--- config.mk ---
export PLATFORM = sky130hd
export DESIGN_NAME = eeprom_cfg_loader
export DESIGN_NICKNAME = d
export VERILOG_FILES = /design/src/rtl/eecfg_pkg.sv /design/src/rtl/ldr_trigger.sv /design/src/rtl/ldr_shift.sv /design/src/rtl/ldr_byte_reader.sv /design/src/rtl/eeprom_cfg_loader.sv
export SDC_FILE = /design/constraint.sdc
export NUM_CORES = 1
export LEC_CHECK = 0
export ABC_AREA = 1
export BUFFER_PORTS_ARGS = -buffer_cell sky130_fd_sc_hd__buf_2
export CORE_ASPECT_RATIO = 0.5
export CORE_MARGIN = 10
export CORE_UTILIZATION = 52
export CTS_CLUSTER_SIZE = 24
export DETAILED_ROUTE_END_ITERATION = 10
export PLACE_DENSITY = 0.81
export SLEW_MARGIN = 20
export SYNTH_ARGS = -nofsm -noshare
export SYNTH_HDL_FRONTEND = slang
export SYNTH_SLANG_ARGS = --single-unit
--- constraint.sdc ---
create_clock -name clk -period 1.8 [get_ports clk]
set_input_delay 0.36 -clock clk [delete_from_list [all_inputs] [get_ports clk]]
set_output_delay 0.36 -clock clk [all_outputs]
set_load 0.01 [all_outputs]
--- src/rtl/eecfg_pkg.sv ---
package eecfg_pkg;
  localparam logic [7:0] SIG_OK = 8'hA5;
  localparam int MAC_BYTES   = 6;
  localparam int STRAP_BYTES = 9;
  localparam int A_SIG   = 0;
  localparam int A_MAC   = 1;
  localparam int A_SSIG  = A_MAC + MAC_BYTES;
  localparam int A_STRAP = A_SSIG + 1;
  localparam int A_BSIG  = A_STRAP + STRAP_BYTES;
  localparam int A_NB    = A_BSIG + 1;

  typedef enum logic [3:0] {
    ST_IDLE, ST_SIG, ST_MAC, ST_SSIG, ST_STRAP, ST_BSIG,
    ST_NBURST, ST_BADDR, ST_BCNT, ST_WORD, ST_WRITE
  } ld_state_e;
endpackage

--- src/rtl/ldr_trigger.sv ---
module ldr_trigger (
  input  logic pin_rst,
  input  logic soft_rst,
  input  logic reload,
  input  logic busy,
  output logic restart,
  output logic start
);
  assign restart = pin_rst | soft_rst;
  assign start   = restart | (reload & ~busy);
endmodule

--- src/rtl/ldr_shift.sv ---
module ldr_shift #(
  parameter int NB = 2
) (
  input  logic            clk,
  input  logic            rst_n,
  input  logic            en,
  input  logic [7:0]      din,
  output logic [8*NB-1:0] nxt
);
  localparam int W = 8 * NB;
  logic [W-1:0] q;

  generate
    if (NB == 1) begin : g_single
      assign nxt = din;
    end else begin : g_multi
      assign nxt = {din, q[W-1:8]};
    end
  endgenerate

  always_ff @(posedge clk or negedge rst_n) begin
    if (!rst_n)  q <= '0;
    else if (en) q <= nxt;
  end
endmodule

--- src/rtl/ldr_byte_reader.sv ---
module ldr_byte_reader #(
  parameter int AW = 11
) (
  input  logic          clk,
  input  logic          rst_n,
  input  logic          abort,
  input  logic          go,
  input  logic [AW-1:0] go_addr,
  output logic          idle,
  output logic          req_valid,
  input  logic          req_ready,
  output logic [AW-1:0] req_addr,
  input  logic          rsp_valid,
  input  logic [7:0]    rsp_data,
  input  logic          rsp_err,
  output logic          byte_vld,
  output logic [7:0]    byte_dat,
  output logic          byte_err
);
  logic pend, drop;

  assign idle = ~req_valid & ~pend & ~drop;

  always_ff @(posedge clk or negedge rst_n) begin
    if (!rst_n) begin
      req_valid <= 1'b0;
      req_addr  <= '0;
      pend      <= 1'b0;
      drop      <= 1'b0;
      byte_vld  <= 1'b0;
      byte_dat  <= '0;
      byte_err  <= 1'b0;
    end else begin
      byte_vld <= 1'b0;
      if (abort) begin
        req_valid <= 1'b0;
        pend      <= 1'b0;
        drop      <= (pend & ~rsp_valid) | (req_valid & req_ready) | (drop & ~rsp_valid);
      end else begin
        if (go && idle) begin
          req_valid <= 1'b1;
          req_addr  <= go_addr;
        end
        if (req_valid && req_ready) begin
          req_valid <= 1'b0;
          pend      <= 1'b1;
        end
        if (rsp_valid) begin
          if (drop) begin
            drop <= 1'b0;
          end else if (pend) begin
            pend     <= 1'b0;
            byte_vld <= 1'b1;
            byte_dat <= rsp_data;
            byte_err <= rsp_err;
          end
        end
      end
    end
  end


  req_hold_chk: assert property (@(posedge clk) disable iff (!rst_n)
    req_valid && !req_ready && !abort |=> req_valid && $stable(req_addr));


  one_outstanding_chk: assert property (@(posedge clk) disable iff (!rst_n)
    pend |-> !req_valid);
endmodule

--- src/rtl/eeprom_cfg_loader.sv ---
module eeprom_cfg_loader
  import eecfg_pkg::*;
#(
  parameter int ADDR_W = 11,
  parameter int REG_AW = 16,
  parameter int REG_DW = 32,
  parameter logic [8*MAC_BYTES-1:0]   MAC_DEFAULT   = 48'h02_00_5E_10_20_30,
  parameter logic [8*STRAP_BYTES-1:0] STRAP_DEFAULT = 72'h00_11_22_33_44_55_66_77_88
) (
  input  logic                       clk,
  input  logic                       rst_n,
  input  logic                       pin_rst_trig,
  input  logic                       soft_rst_trig,
  input  logic                       reload_cmd,
  output logic                       rd_req_valid,
  input  logic                       rd_req_ready,
  output logic [ADDR_W-1:0]          rd_req_addr,
  input  logic                       rd_rsp_valid,
  input  logic [7:0]                 rd_rsp_data,
  input  logic                       rd_rsp_err,
  output logic                       wr_valid,
  input  logic                       wr_ready,
  output logic [REG_AW-1:0]          wr_addr,
  output logic [REG_DW-1:0]          wr_data,
  output logic                       busy,
  output logic                       dev_ready,
  output logic                       load_err,
  output logic [8*MAC_BYTES-1:0]     mac_addr,
  output logic [8*STRAP_BYTES-1:0]   strap_cfg
);
  localparam int MAC_W      = 8 * MAC_BYTES;
  localparam int STRAP_W    = 8 * STRAP_BYTES;
  localparam int ADR_BYTES  = REG_AW / 8;
  localparam int WORD_BYTES = REG_DW / 8;
  localparam int IDX_W      = $clog2(STRAP_BYTES + 1);

  ld_state_e         state;
  logic [ADDR_W-1:0] ptr;
  logic [IDX_W-1:0]  idx;
  logic [7:0]        bursts_left, words_left;
  logic              fetching;
  logic              restart, start, go, is_rd;
  logic              rdr_idle, byte_vld, byte_err;
  logic [7:0]        byte_dat;
  logic              take;
  logic [MAC_W-1:0]   mac_nxt;
  logic [STRAP_W-1:0] strap_nxt;
  logic [REG_AW-1:0]  badr_nxt;
  logic [REG_DW-1:0]  word_nxt;

  ldr_trigger u_trig (
    .pin_rst(pin_rst_trig), .soft_rst(soft_rst_trig), .reload(reload_cmd),
    .busy(busy), .restart(restart), .start(start)
  );

  assign is_rd = state inside {ST_SIG, ST_MAC, ST_SSIG, ST_STRAP, ST_BSIG,
                               ST_NBURST, ST_BADDR, ST_BCNT, ST_WORD};
  assign go    = is_rd & ~fetching & rdr_idle & ~start;
  assign take  = byte_vld & ~start;

  ldr_byte_reader #(.AW(ADDR_W)) u_rd (
    .clk(clk), .rst_n(rst_n), .abort(restart), .go(go), .go_addr(ptr),
    .idle(rdr_idle), .req_valid(rd_req_valid), .req_ready(rd_req_ready),
    .req_addr(rd_req_addr), .rsp_valid(rd_rsp_valid), .rsp_data(rd_rsp_data),
    .rsp_err(rd_rsp_err), .byte_vld(byte_vld), .byte_dat(byte_dat),
    .byte_err(byte_err)
  );

  ldr_shift #(.NB(MAC_BYTES)) u_mac_sh (
    .clk(clk), .rst_n(rst_n), .en(take && state == ST_MAC), .din(byte_dat), .nxt(mac_nxt));
  ldr_shift #(.NB(STRAP_BYTES)) u_strap_sh (
    .clk(clk), .rst_n(rst_n), .en(take && state == ST_STRAP), .din(byte_dat), .nxt(strap_nxt));
  ldr_shift #(.NB(ADR_BYTES)) u_badr_sh (
    .clk(clk), .rst_n(rst_n), .en(take && state == ST_BADDR), .din(byte_dat), .nxt(badr_nxt));
  ldr_shift #(.NB(WORD_BYTES)) u_word_sh (
    .clk(clk), .rst_n(rst_n), .en(take && state == ST_WORD), .din(byte_dat), .nxt(word_nxt));

  always_ff @(posedge clk or negedge rst_n) begin
    if (!rst_n) begin
      state       <= ST_SIG;
      ptr         <= ADDR_W'(A_SIG);
      idx         <= '0;
      bursts_left <= '0;
      words_left  <= '0;
      fetching    <= 1'b0;
      busy        <= 1'b1;
      dev_ready   <= 1'b0;
      load_err    <= 1'b0;
      mac_addr    <= MAC_DEFAULT;
      strap_cfg   <= STRAP_DEFAULT;
      wr_valid    <= 1'b0;
      wr_addr     <= '0;
      wr_data     <= '0;
    end else if (start) begin
      state     <= ST_SIG;
      ptr       <= ADDR_W'(A_SIG);
      idx       <= '0;
      fetching  <= 1'b0;
      wr_valid  <= 1'b0;
      busy      <= 1'b1;
      dev_ready <= 1'b0;
    end else begin
      if (go) fetching <= 1'b1;
      if (byte_vld) begin
        fetching <= 1'b0;
        ptr      <= ptr + 1'b1;
        if (byte_err) begin
          load_err  <= 1'b1;
          state     <= ST_IDLE;
          busy      <= 1'b0;
          dev_ready <= 1'b1;
        end else begin
          case (state)
            ST_SIG: begin
              if (byte_dat == SIG_OK) begin
                state <= ST_MAC;
                idx   <= '0;
              end else begin
                state <= ST_IDLE; busy <= 1'b0; dev_ready <= 1'b1;
              end
            end
            ST_MAC: begin
              if (idx == IDX_W'(MAC_BYTES - 1)) begin
                mac_addr <= mac_nxt;
                state    <= ST_SSIG;
              end else idx <= idx + 1'b1;
            end
            ST_SSIG: begin
              idx <= '0;
              if (byte_dat == SIG_OK) state <= ST_STRAP;
              else begin
                state <= ST_BSIG;
                ptr   <= ADDR_W'(A_BSIG);
              end
            end
            ST_STRAP: begin
              if (idx == IDX_W'(STRAP_BYTES - 1)) begin
                strap_cfg <= strap_nxt;
                state     <= ST_BSIG;
              end else idx <= idx + 1'b1;
            end
            ST_BSIG: begin
              if (byte_dat == SIG_OK) state <= ST_NBURST;
              else begin
                state <= ST_IDLE; busy <= 1'b0; dev_ready <= 1'b1;
              end
            end
            ST_NBURST: begin
              bursts_left <= byte_dat;
              idx         <= '0;
              if (byte_dat == 8'd0) begin
                state <= ST_IDLE; busy <= 1'b0; dev_ready <= 1'b1;
              end else state <= ST_BADDR;
            end
            ST_BADDR: begin
              if (idx == IDX_W'(ADR_BYTES - 1)) begin
                wr_addr <= badr_nxt;
                state   <= ST_BCNT;
              end else idx <= idx + 1'b1;
            end
            ST_BCNT: begin
              words_left <= byte_dat;
              idx        <= '0;
              if (byte_dat != 8'd0) state <= ST_WORD;
              else if (bursts_left == 8'd1) begin
                state <= ST_IDLE; busy <= 1'b0; dev_ready <= 1'b1;
              end else begin
                bursts_left <= bursts_left - 1'b1;
                state       <= ST_BADDR;
              end
            end
            ST_WORD: begin
              if (idx == IDX_W'(WORD_BYTES - 1)) begin
                wr_data  <= word_nxt;
                wr_valid <= 1'b1;
                state    <= ST_WRITE;
              end else idx <= idx + 1'b1;
            end
            default: ;
          endcase
        end
      end
      if (state == ST_WRITE && wr_valid && wr_ready) begin
        wr_valid   <= 1'b0;
        wr_addr    <= wr_addr + REG_AW'(WORD_BYTES);
        words_left <= words_left - 1'b1;
        idx        <= '0;
        if (words_left != 8'd1) state <= ST_WORD;
        else if (bursts_left == 8'd1) begin
          state <= ST_IDLE; busy <= 1'b0; dev_ready <= 1'b1;
        end else begin
          bursts_left <= bursts_left - 1'b1;
          state       <= ST_BADDR;
        end
      end
    end
  end


  busy_ready_excl_chk: assert property (@(posedge clk) disable iff (!rst_n)
    busy != dev_ready);


  wr_hold_chk: assert property (@(posedge clk) disable iff (!rst_n)
    wr_valid && !wr_ready && !restart |=> wr_valid && $stable(wr_addr) && $stable(wr_data));


  wr_blocks_rd_chk: assert property (@(posedge clk) disable iff (!rst_n)
    wr_valid |-> !rd_req_valid);


  restart_busy_chk: assert property (@(posedge clk) disable iff (!rst_n)
    restart |=> busy && !wr_valid && !rd_req_valid);


  err_sticky_chk: assert property (@(posedge clk) disable iff (!rst_n)
    load_err |=> load_err);


  reload_ignored_chk: assert property (@(posedge clk) disable iff (!rst_n)
    reload_cmd && busy && !restart && wr_valid && !wr_ready |=> wr_valid);
endmodule

==> results.toml, run 1 <==
[routing]
post-route-drc-count = 0
drt_pre_antenna_iters = 9
drt-initial-drc-count = 1947
wl_mm = 57.4
route.antenna.remaining_nets = 0
met3_layer_wire_length_in_the_routed_design_mm = 5.28
dr_total_vias = 14866
avgViaCountPerCell = 5.92
wl_per_cell_um = 22.9
dr_wl_met2_mm = 28.1
dr.max_layer_used = "met4"
m1WireLength_mm = 20.3

[timing]
max_slew_margin_pct = 58.8
finalHoldViolCount = 0
achievable-frequency_ghz = 0.455
finalCriticalPeriod_ps = 2200
tightest_slew_ps = 614
timing.final.crit_share_pct = 122
finalSetupViolations = 249
report.final.slew_viol_count = 0
worst_case_clock_skew_ps = 42.4
setup_repair_after_global_routing_missed_its_margin = "yes"
post-route-worst-setup-slack_ps = -396

[die]
initial_core_util_pct = 53.2
dieArea_um2 = 37600
floorplan.die.width_um = 265
floorplan.rows = 44
die_height_um = 142
io-pin-count = 201
design.core.area_um2 = 29200

[logic_synthesis]
gate_count_post_synth = 1728
ys_async_sr_fraction_pct = 100
synth_top_cell_by_area = "dfrtp_1"
avgSynthCellArea_um2 = 9.00
syn-cell-area_um2 = 15600
yosys_register_bits = 368
synth_unique_cells = 40
yosysSeqAreaShare_pct = 59.5
postSynth.topFlopCell = "dfrtp_1"
synth_enable_flop_cells = 0
synth_nets = 1754
leading_post_synthesis_cells_by_cell_area = "dfrtp_1, nand2_1, o21ai_0"
fraction_of_post_synthesis_cell_area_in_the_top_cell_type_by_area_pct = 53.1
synth.yosys.warnings = 0

[flow_run]
drv.max_cap_violation_count = 0

[grt]
gr-total-overflow = 0
wire_length_of_the_first_global_routing_pass_mm = 68.2
first_global_vias = 12883
number_of_antenna_violations_at_the_first_check_in_global_routing = 0
gr-usage-all-layers_pct = 22.3
grt_start_max_net_pins = 81

[place]
placement.io_buffers = 200
pre_cts_slack_ps = -145
gp_routability_congestion = 0.932
dp_hpwl_mm = 28.7

[critical_path]
launching_element_type_of_the_critical_path = "flip-flop"
worst_path_class_setup = "reg2reg"
most_frequent_cell_on_critical_path = "buf_12"
sort_of_element_at_the_end_of_the_critical_path = "flip-flop"
worst_path_max_delay_cell = "dfstp_2"
cpPeakStageDelay_ps = 540
peak_fanout_along_the_critical_path = 20
crit_chain = "inv_2 > a21oi_4 > buf_6 > inv_6 > nor2_4 > buf_12 > buf_12 > nand2_8 > buf_12 > o21ai_1"
cp.arrival_ps = 2610
worstPathRequired_ps = 2210

[pwr]
power_frac_comb_pct = 6.0
switching_power_w = 0.00423
max-vdd-ir-drop_mv = 0.566
internal_power_w = 0.0131
pwr-share-clk_pct = 45.1
sequentialPowerShare_pct = 48.8
power_leakage_nw = 10.5
switching_share_pct = 24.4
p_per_area_nw_per_um2 = 797

[layout]
final_nets = 2124
fillerInstances = 1675
insertedDiodeCount = 0
fin_util_pct = 74.3
layout_overhead_on_the_synthesized_area_pct = 39.6
final_layout_size_suffix_gt1_share_pct = 38.5

[clock_tree]
cts_made_buffers = 34
clockBufferDepth = 3
htree_levels = 2
clk_root_buffer_cell = "clkbuf_16"
clkSinkCount = 368
insertion_delay_ps = 560
tritoncts = "yes"
clk_pin_slew_ps = 90

[status]
outcome = "complete, but fails checks"
violations_in_the_final_reports = "setup timing"

[min_path]
hold_class = "in2reg"
-- area by class of cell --
type                    count  area (µm²)  share of cell area, %
multi-input cells        1103        6480                   29.8
clock inverters            16         211                  0.974
well taps                 391         489                   2.25
repair buffers            397        3570                   16.5
clock buffers              44         958                   4.41
inverters                 194         746                   3.43
flip-flops and latches    368        9260                   42.6
-- registers in the layout (all words and copies together), names as in the netlist, 11 cells and up --
register and cells:
strap_cfg 72, u_strap_sh.q 64, mac_addr 48, u_mac_sh.q 40
wr_data 32, u_word_sh.q 24, wr_addr 16, ptr 11
u_rd.req_addr 11
-- power groups by stage --
stage | clock network [W] | logic (W) | registers [W]
3_5_place_dp | 0 | 0.000927 | 0.00860
6_report | 0.00781 | 0.00105 | 0.00846
4_1_cts | 0.00771 | 0.000950 | 0.00845
2_1_floorplan | 0 | 0.000369 | 0.00859
5_1_grt | 0.00812 | 0.00114 | 0.00846
3_3_place_gp | 0 | 0.000918 | 0.00860
-- through the flow --
step	setup TNS, ps	area (µm²)	std cells	power (W)	hold WS [ps]
6_report	-16370	21700	2513	0.0173	54.0
3_5_place_dp	-19460	17800	2365	0.00953	270
3_3_place_gp	-10420	17800	2365	0.00951	270
5_1_grt	-33730	21700	2513	0.0177	62.9
4_1_cts	-4790	19400	2440	0.0171	48.3
2_1_floorplan	-93.1	15600	1728	0.00896	64.4
-- metal layers --
| layer | vias to the layer above | global-route usage (%) |
|---|---|---|
| li1 | 6310 | - |
| met1 | 7262 | 27.0 |
| met2 | 981 | 39.0 |
| met3 | 313 | 3.59 |
| met4 | 0 | 10.1 |
| met5 | - | 0 |
-- what timing repair did --
item / CTS / global route
gates cloned: 7 / 52
hold endpoints to repair: 29 / 0
setup endpoints to repair: 280 / 340
hold buffers: 1 / 0
gates resized for setup: 78 / 436
setup buffers: 7 / 24
pin swaps: 10 / 39
-- logic make-up (layout without fill, tap and decap cells) --
family                     after synthesis  count (layout)  share of synthesized area (%)
muxes                                   26              26                           2.25
AOI/OAI and AO/OA                      379             379                           12.6
and+or+nand+nor                        665             672                           17.0
adders and majority gates                9               9                          0.724
xor gates and xnor gates                17              17                          0.957
DFF                                    368             368                           59.5
buffers and inverters                  264             651                           7.01
-- synth_stat cells (all sizes together) (2+ instances only) --
cell type  count
nand3b         3
a31oi          9
o22ai          5
inv          193
nor3           9
nand3         48
ha             9
nand4         11
mux2i          2
nor2         101
xor2          15
nand2        486
dfstp         38
clkbuf        52
dfrtp        330
or2            7
a22oi          5
o21ai        325
a21oi         30
xnor2          2
mux2          24
buf           18
-- worst max-delay path, delay by kind of cell (launching register included) --
kind                   cells  cell delay (ps)
AND/OR/NAND/NOR            2              180
buffers and inverters      6              750
flip-flops                 1              540
AO/OA/AOI/OAI              2              580
-- worst paths after layout --
check / from / to / slack [ps] / cells after the start
max: busy / u_mac_sh.q[24] / -400 / 10
min: rd_rsp_data[0] / u_rd.byte_dat[0] / 50 / 3
max reg2reg: busy / u_mac_sh.q[24] / -400 / 10
min reg2reg: u_rd.req_addr[5] / u_rd.req_addr[5] / 470 / 2
max in group asynchronous: rst_n / mac_addr[4] / 780 / 3
min in group asynchronous: rst_n / ptr[7] / 300 / 2
-- cells in the final DEF (no fill, tap or decap), types with 14 or more instances in the layout --
master | synthesis | routed
nor2_1 | 99 | 72
o21ai_0 | 267 | 137
buf_4 | 2 | 102
inv_1 | 187 | 171
mux2_4 | 16 | 16
nor2_2 | 2 | 21
nand2_1 | 485 | 361
buf_6 | 9 | 26
buf_12 | 1 | 22
a21oi_1 | 28 | 27
buf_2 | 6 | 201
dfrtp_1 | 330 | 327
nand3_1 | 48 | 42
o21ai_1 | 57 | 97
inv_2 | 6 | 18
o21ai_2 | 1 | 89
dfstp_2 | 38 | 38
clkbuf_16 | 0 | 66
nand2_4 | 0 | 47
nand2_2 | 1 | 76
xor2_1 | 15 | 14
Power figures use the tool's default switching activity.
==> inputs of run 2 (changes only) <==
Settings changed: CORE_UTILIZATION 52 to 43, PLACE_DENSITY 0.81 to 0.7.
==> run 2 against run 1 <==
Effect of this change:
- sequential share of layout area grew 2.4 points
- the flow still finishes with violations (setup timing)
- global-route usage fell by 3.5 points
- core utilization down 17 points
- largest cell class unchanged
- clock-buffer cell count increased by 1
- maximum frequency grew 14%
- flip-flop and latch count unchanged
- sequential power barely moved
- clock skew decreased by 20 ps
- non-clock buffer count fell by 35
- die area is 19% higher
- first-iteration DRC count down 39%
==> results.toml, run 2 (synthesized netlist as in run 1, its figures left out) <==
[grt]
grt_start_max_net_pins = 81
gr-usage-all-layers_pct = 18.8
number_of_antenna_violations_at_the_first_check_in_global_routing = 0
first_global_vias = 12799
wire_length_of_the_first_global_routing_pass_mm = 68.4
gr-total-overflow = 0

[pwr]
power_frac_comb_pct = 5.6
max-vdd-ir-drop_mv = 0.419
pwr-share-clk_pct = 45.4
switching_power_w = 0.00399
power_leakage_nw = 10.1
p_per_area_nw_per_um2 = 838
switching_share_pct = 23.1
internal_power_w = 0.0133
sequentialPowerShare_pct = 49.0

[clock_tree]
clk_root_buffer_cell = "clkbuf_16"
clockBufferDepth = 3
tritoncts = "yes"
clkSinkCount = 368
clk_pin_slew_ps = 70
insertion_delay_ps = 530
htree_levels = 2
cts_made_buffers = 35

[timing]
max_slew_margin_pct = 67.0
achievable-frequency_ghz = 0.520
totalNegativeSetupSlack_ps = -6620
timing.final.crit_share_pct = 107
worst_case_clock_skew_ps = 22.8
finalSetupViolations = 227
post-route-worst-setup-slack_ps = -123
report.final.slew_viol_count = 0
finalCriticalPeriod_ps = 1920
setup_repair_after_global_routing_missed_its_margin = "yes"
finalHoldViolCount = 0
tightest_slew_ps = 495

[routing]
wl_per_cell_um = 17.9
route.antenna.remaining_nets = 0
post-route-drc-count = 0
avgViaCountPerCell = 5.11
wl_mm = 45.9
drt-initial-drc-count = 1192
drt_pre_antenna_iters = 7
dr_total_vias = 13129

[critical_path]
sort_of_element_at_the_end_of_the_critical_path = "flip-flop"
cp.arrival_ps = 2340
worst_r2r_startpoint = "idx[1]"
critical_path_depth = 9
bufs_and_invs_on_worst_path = 3
critical_path.startpoint = "idx[1]"
critical_path.top_delay_family = "simple AND/OR/NAND/NOR gates"
worst_path_max_delay_cell = "dfrtp_1"
crit_chain = "inv_2 > ha_4 > nand3_2 > or2_1 > or2_4 > buf_6 > bufbuf_16 > nand2_4 > o21ai_2"
timing.reg2reg.setup_slack_ps = -120
launching_element_type_of_the_critical_path = "flip-flop"
worstPathRequired_ps = 2220
peak_fanout_along_the_critical_path = 8
timing.critical_path.to = "mac_addr[24]"
worst_path_class_setup = "reg2reg"
timing.reg2reg.worst_path_depth = 9
cpPeakStageDelay_ps = 390
worstReg2RegEnd = "mac_addr[24]"

[place]
placement.io_buffers = 200
gp_routability_congestion = 0.932
dp_hpwl_mm = 28.9
pre_cts_slack_ps = -130
postPlaceCellArea_um2 = 18000

[die]
io-pin-count = 201
dieArea_um2 = 44600
design.core.area_um2 = 35800
floorplan.rows = 49
die_height_um = 154
floorplan.die.width_um = 289
initial_core_util_pct = 43.4

[layout]
fillerInstances = 3059
largest_register_ff_count = 72
largest-register = "strap_cfg"
finalInstanceArea_um2 = 20600
fin_util_pct = 57.5
largest_registers = "strap_cfg: 72 flops, u_strap_sh.q: 64 flops, mac_addr: 48 flops"
layout.cells.most_common_list = "nand2_1, dfrtp_1, buf_2, inv_1, o21ai_0"
multi_input_comb_area_um2 = 5780
final_common_cell = "nand2_1"
insertedDiodeCount = 0
final_layout_size_suffix_gt1_share_pct = 30.2
register_area_um2 = 9260
layout_overhead_on_the_synthesized_area_pct = 32.3
final_nets = 2087

[min_path]
hold_class = "in2reg"

[status]
outcome = "complete, but fails checks"
violations_in_the_final_reports = "setup timing"

[flow_run]
drv.max_cap_violation_count = 0
run 2: area by class of cell:
class / instances / share of cell area, %
inverter: 194 / 3.60
clock inverter: 16 / 1.06
tap: 484 / 2.94
multi-input combinational: 1100 / 28.1
timing repair buffer: 362 / 14.5
clock buffer: 45 / 4.78
sequential: 368 / 45.0
run 2: worst min path at each step:
| stage | startpoint | endpoint | depth (start not counted) |
|---|---|---|---|
| floorplan | rst_n | bursts_left[0] | 0 |
| global placement | rst_n | wr_data[23] | 1 |
| detailed placement | rst_n | wr_data[23] | 1 |
| CTS | rd_rsp_valid | u_rd.drop | 2 |
| global route | rd_rsp_valid | u_rd.drop | 2 |
| finish | rd_rsp_valid | u_rd.drop | 2 |
run 2: stage by stage:
stage	hold WS [ps]	instances	power [W]
after floorplan	64.4	1728	0.00896
after global placement	310	2463	0.00950
after detailed placement	315	2463	0.00951
after CTS	18.5	2542	0.0173
after global routing	47.0	2569	0.0178
final	30.0	2569	0.0172
run 2: layer usage:
| metal | vias to the layer above | global-route usage [%] | wire length [µm] |
|---|---|---|---|
| li1 | 6216 | - | - |
| met4 | 0 | 6.09 | 1430 |
| met1 | 6456 | 23.4 | 19300 |
| met5 | - | 0 | 0 |
| met2 | 354 | 33.1 | 23100 |
| met3 | 103 | 2.72 | 2060 |
run 2: power groups by stage:
| stage | logic [W] | clock network (W) | registers (W) |
|---|---|---|---|
| 6_report | 0.000957 | 0.00783 | 0.00846 |
| 4_1_cts | 0.000929 | 0.00793 | 0.00845 |
| 3_3_place_gp | 0.000903 | 0 | 0.00860 |
| 2_1_floorplan | 0.000369 | 0 | 0.00859 |
| 5_1_grt | 0.00107 | 0.00827 | 0.00846 |
| 3_5_place_dp | 0.000914 | 0 | 0.00860 |
run 2: timing repair:
action                                 4_1_cts  5_1_grt
resized for setup                           87      196
pin swaps                                    5       24
cloned                                      10       20
setup endpoints to repair                  233      353
hold buffers                                 1        0
setup buffers                                8        9
endpoints found under the hold margin       28        0
==> inputs of run 3 (changes only) <==
Settings changed: SETUP_SLACK_MARGIN set to 0.4.
==> run 3 against run 2 <==
Effect of this change:
- the flow still finishes with violations (setup timing)
- non-clock buffer count is 55 higher
- clock-buffer cell count is 6 higher
- register-to-register slack worse by 20 ps
- final area is 11% higher
- flip-flop and latch count stayed put
- worst hold slack worse by 2.7 ps
- sequential power hardly changed
- wire length is 9.0% higher
- power hardly changed
- cell count is 2.2% higher
- critical path type unchanged
- sequential share of layout area is 4.3 points lower
- combinational power is 13% higher
==> results.toml, run 3 (synthesized netlist as in run 1, its figures left out) <==
[status]
outcome = "complete, but fails checks"
violations_in_the_final_reports = "setup timing"

[timing]
worst_case_clock_skew_ps = 27.3
post-route-worst-setup-slack_ps = -140
finalCriticalPeriod_ps = 1940
timing.final.crit_share_pct = 108
achievable-frequency_ghz = 0.515
finalHoldViolCount = 0
tightest_slew_ps = 499
finalSetupViolations = 262
report.final.slew_viol_count = 0
max_slew_margin_pct = 66.7
setup_repair_after_global_routing_missed_its_margin = "yes"

[pwr]
max-vdd-ir-drop_mv = 0.457
power_leakage_nw = 10.7
p_total_w = 0.0173
p_per_area_nw_per_um2 = 758

[routing]
drt_pre_antenna_iters = 6
drt-initial-drc-count = 1076
wl_per_cell_um = 19.1
post-route-drc-count = 0
wl_mm = 50.1
route.antenna.remaining_nets = 0
avgViaCountPerCell = 5.21
dr_total_vias = 13677

[grt]
gr-usage-all-layers_pct = 20.0
gr-total-overflow = 0
wire_length_of_the_first_global_routing_pass_mm = 71.9
grt_start_max_net_pins = 58
first_global_vias = 13222
number_of_antenna_violations_at_the_first_check_in_global_routing = 0

[layout]
finalInstanceArea_um2 = 22800
stdcell_count = 2625
largest_register_ff_count = 72
final_nets = 2143
largest_registers = "strap_cfg: 72 flops, u_strap_sh.q: 64 flops, mac_addr: 48 flops"
insertedDiodeCount = 0
largest-register = "strap_cfg"
layout.cells.most_common_list = "nand2_1, dfrtp_1, inv_1, buf_2, o21ai_1"
final_common_cell = "nand2_1"
layout_overhead_on_the_synthesized_area_pct = 46.3
fillerInstances = 2647
fin_util_pct = 63.6
final_layout_size_suffix_gt1_share_pct = 42.6

[clock_tree]
clkSinkCount = 368
htree_levels = 2
clk_pin_slew_ps = 70
cts_made_buffers = 35
insertion_delay_ps = 540
clk_root_buffer_cell = "clkbuf_16"
clockBufferDepth = 3
tritoncts = "yes"

[place]
placement.io_buffers = 200
postPlaceCellArea_um2 = 18000
pre_cts_slack_ps = -116
gp_routability_congestion = 0.861
placed_cells_incl_taps = 2462
dp_hpwl_mm = 28.4

[critical_path]
peak_fanout_along_the_critical_path = 8
bufs_and_invs_on_worst_path = 3
sort_of_element_at_the_end_of_the_critical_path = "flip-flop"
critical_path.top_delay_family = "simple AND/OR/NAND/NOR gates"
cp.arrival_ps = 2380
worstPathRequired_ps = 2240
launching_element_type_of_the_critical_path = "flip-flop"
crit_chain = "buf_4 > ha_4 > nand3_2 > or2_1 > or2_4 > buf_12 > buf_16 > o21ai_0"
cpPeakStageDelay_ps = 410
worst_path_class_setup = "reg2reg"
worst_path_max_delay_cell = "dfrtp_1"

[die]
die_height_um = 154
floorplan.rows = 49
dieArea_um2 = 44600
design.core.area_um2 = 35800
initial_core_util_pct = 43.4
io-pin-count = 201
floorplan.die.width_um = 289

[flow_run]
drv.max_cap_violation_count = 0

[min_path]
hold_class = "in2reg"
run 3: repair_timing:
action                     CTS  global route
buffers inserted            41            18
hold endpoints to repair    26             0
resized for setup          263           465
hold buffers                 1             0
setup endpoints to repair  539           540
pin swaps                   33            41
gates cloned                25            17
run 3: where the power goes:
part           internal, W  switching [W]
Clock              0.00437        0.00335
Combinational     0.000339       0.000744
Sequential         0.00836      0.0000856
run 3: metrics by stage:
step	TNS, ps	hold WS, ps
2_1_floorplan	-152	64.4
3_3_place_gp	-10950	288
3_5_place_dp	-13870	292
4_1_cts	-1930	17.9
5_1_grt	-35080	52.2
6_report	-16920	27.3
run 3: final cells by class:
cell class,instances,area [µm²],area share [%]
Clock buffer,51,1050,4.61
Timing Repair inverter,1,7.51,0.0330
Tap cell,484,606,2.66
Timing Repair Buffer,417,4010,17.6
Multi-Input combinational cell,1100,6940,30.5
Clock inverter,10,123,0.539
Sequential cell,368,9260,40.7
Inverter,194,769,3.38
run 3: final timing paths:
path	to	slack [ps]	cells after the start	startpoint
max	mac_addr[24]	-140	8	idx[0]
min	u_rd.byte_dat[2]	30	3	rd_rsp_data[2]
max reg2reg	mac_addr[24]	-140	8	idx[0]
min reg2reg	u_rd.req_addr[5]	460	2	u_rd.req_addr[5]
max in group asynchronous	mac_addr[30]	770	3	rst_n
min in group asynchronous	u_rd.req_addr[9]	320	2	rst_n
run 3: worst register-to-register path, stage by stage (launching register included):
cell     delay (ps)
dfrtp_1         410
buf_4           150
ha_4            130
nand3_2          80
or2_1           230
or2_4           320
buf_12          190
buf_16          140
o21ai_0         210
run 3: per-layer routing:
metal	share of wire, %	track usage (%)	wire length (µm)	vias to the layer above
li1	-	-	-	6366
met1	40	24.4	20000	6762
met2	51	34.7	25600	421
met3	4.9	3.58	2450	128
met4	4.0	7.74	2020	0
met5	0	0	0	-
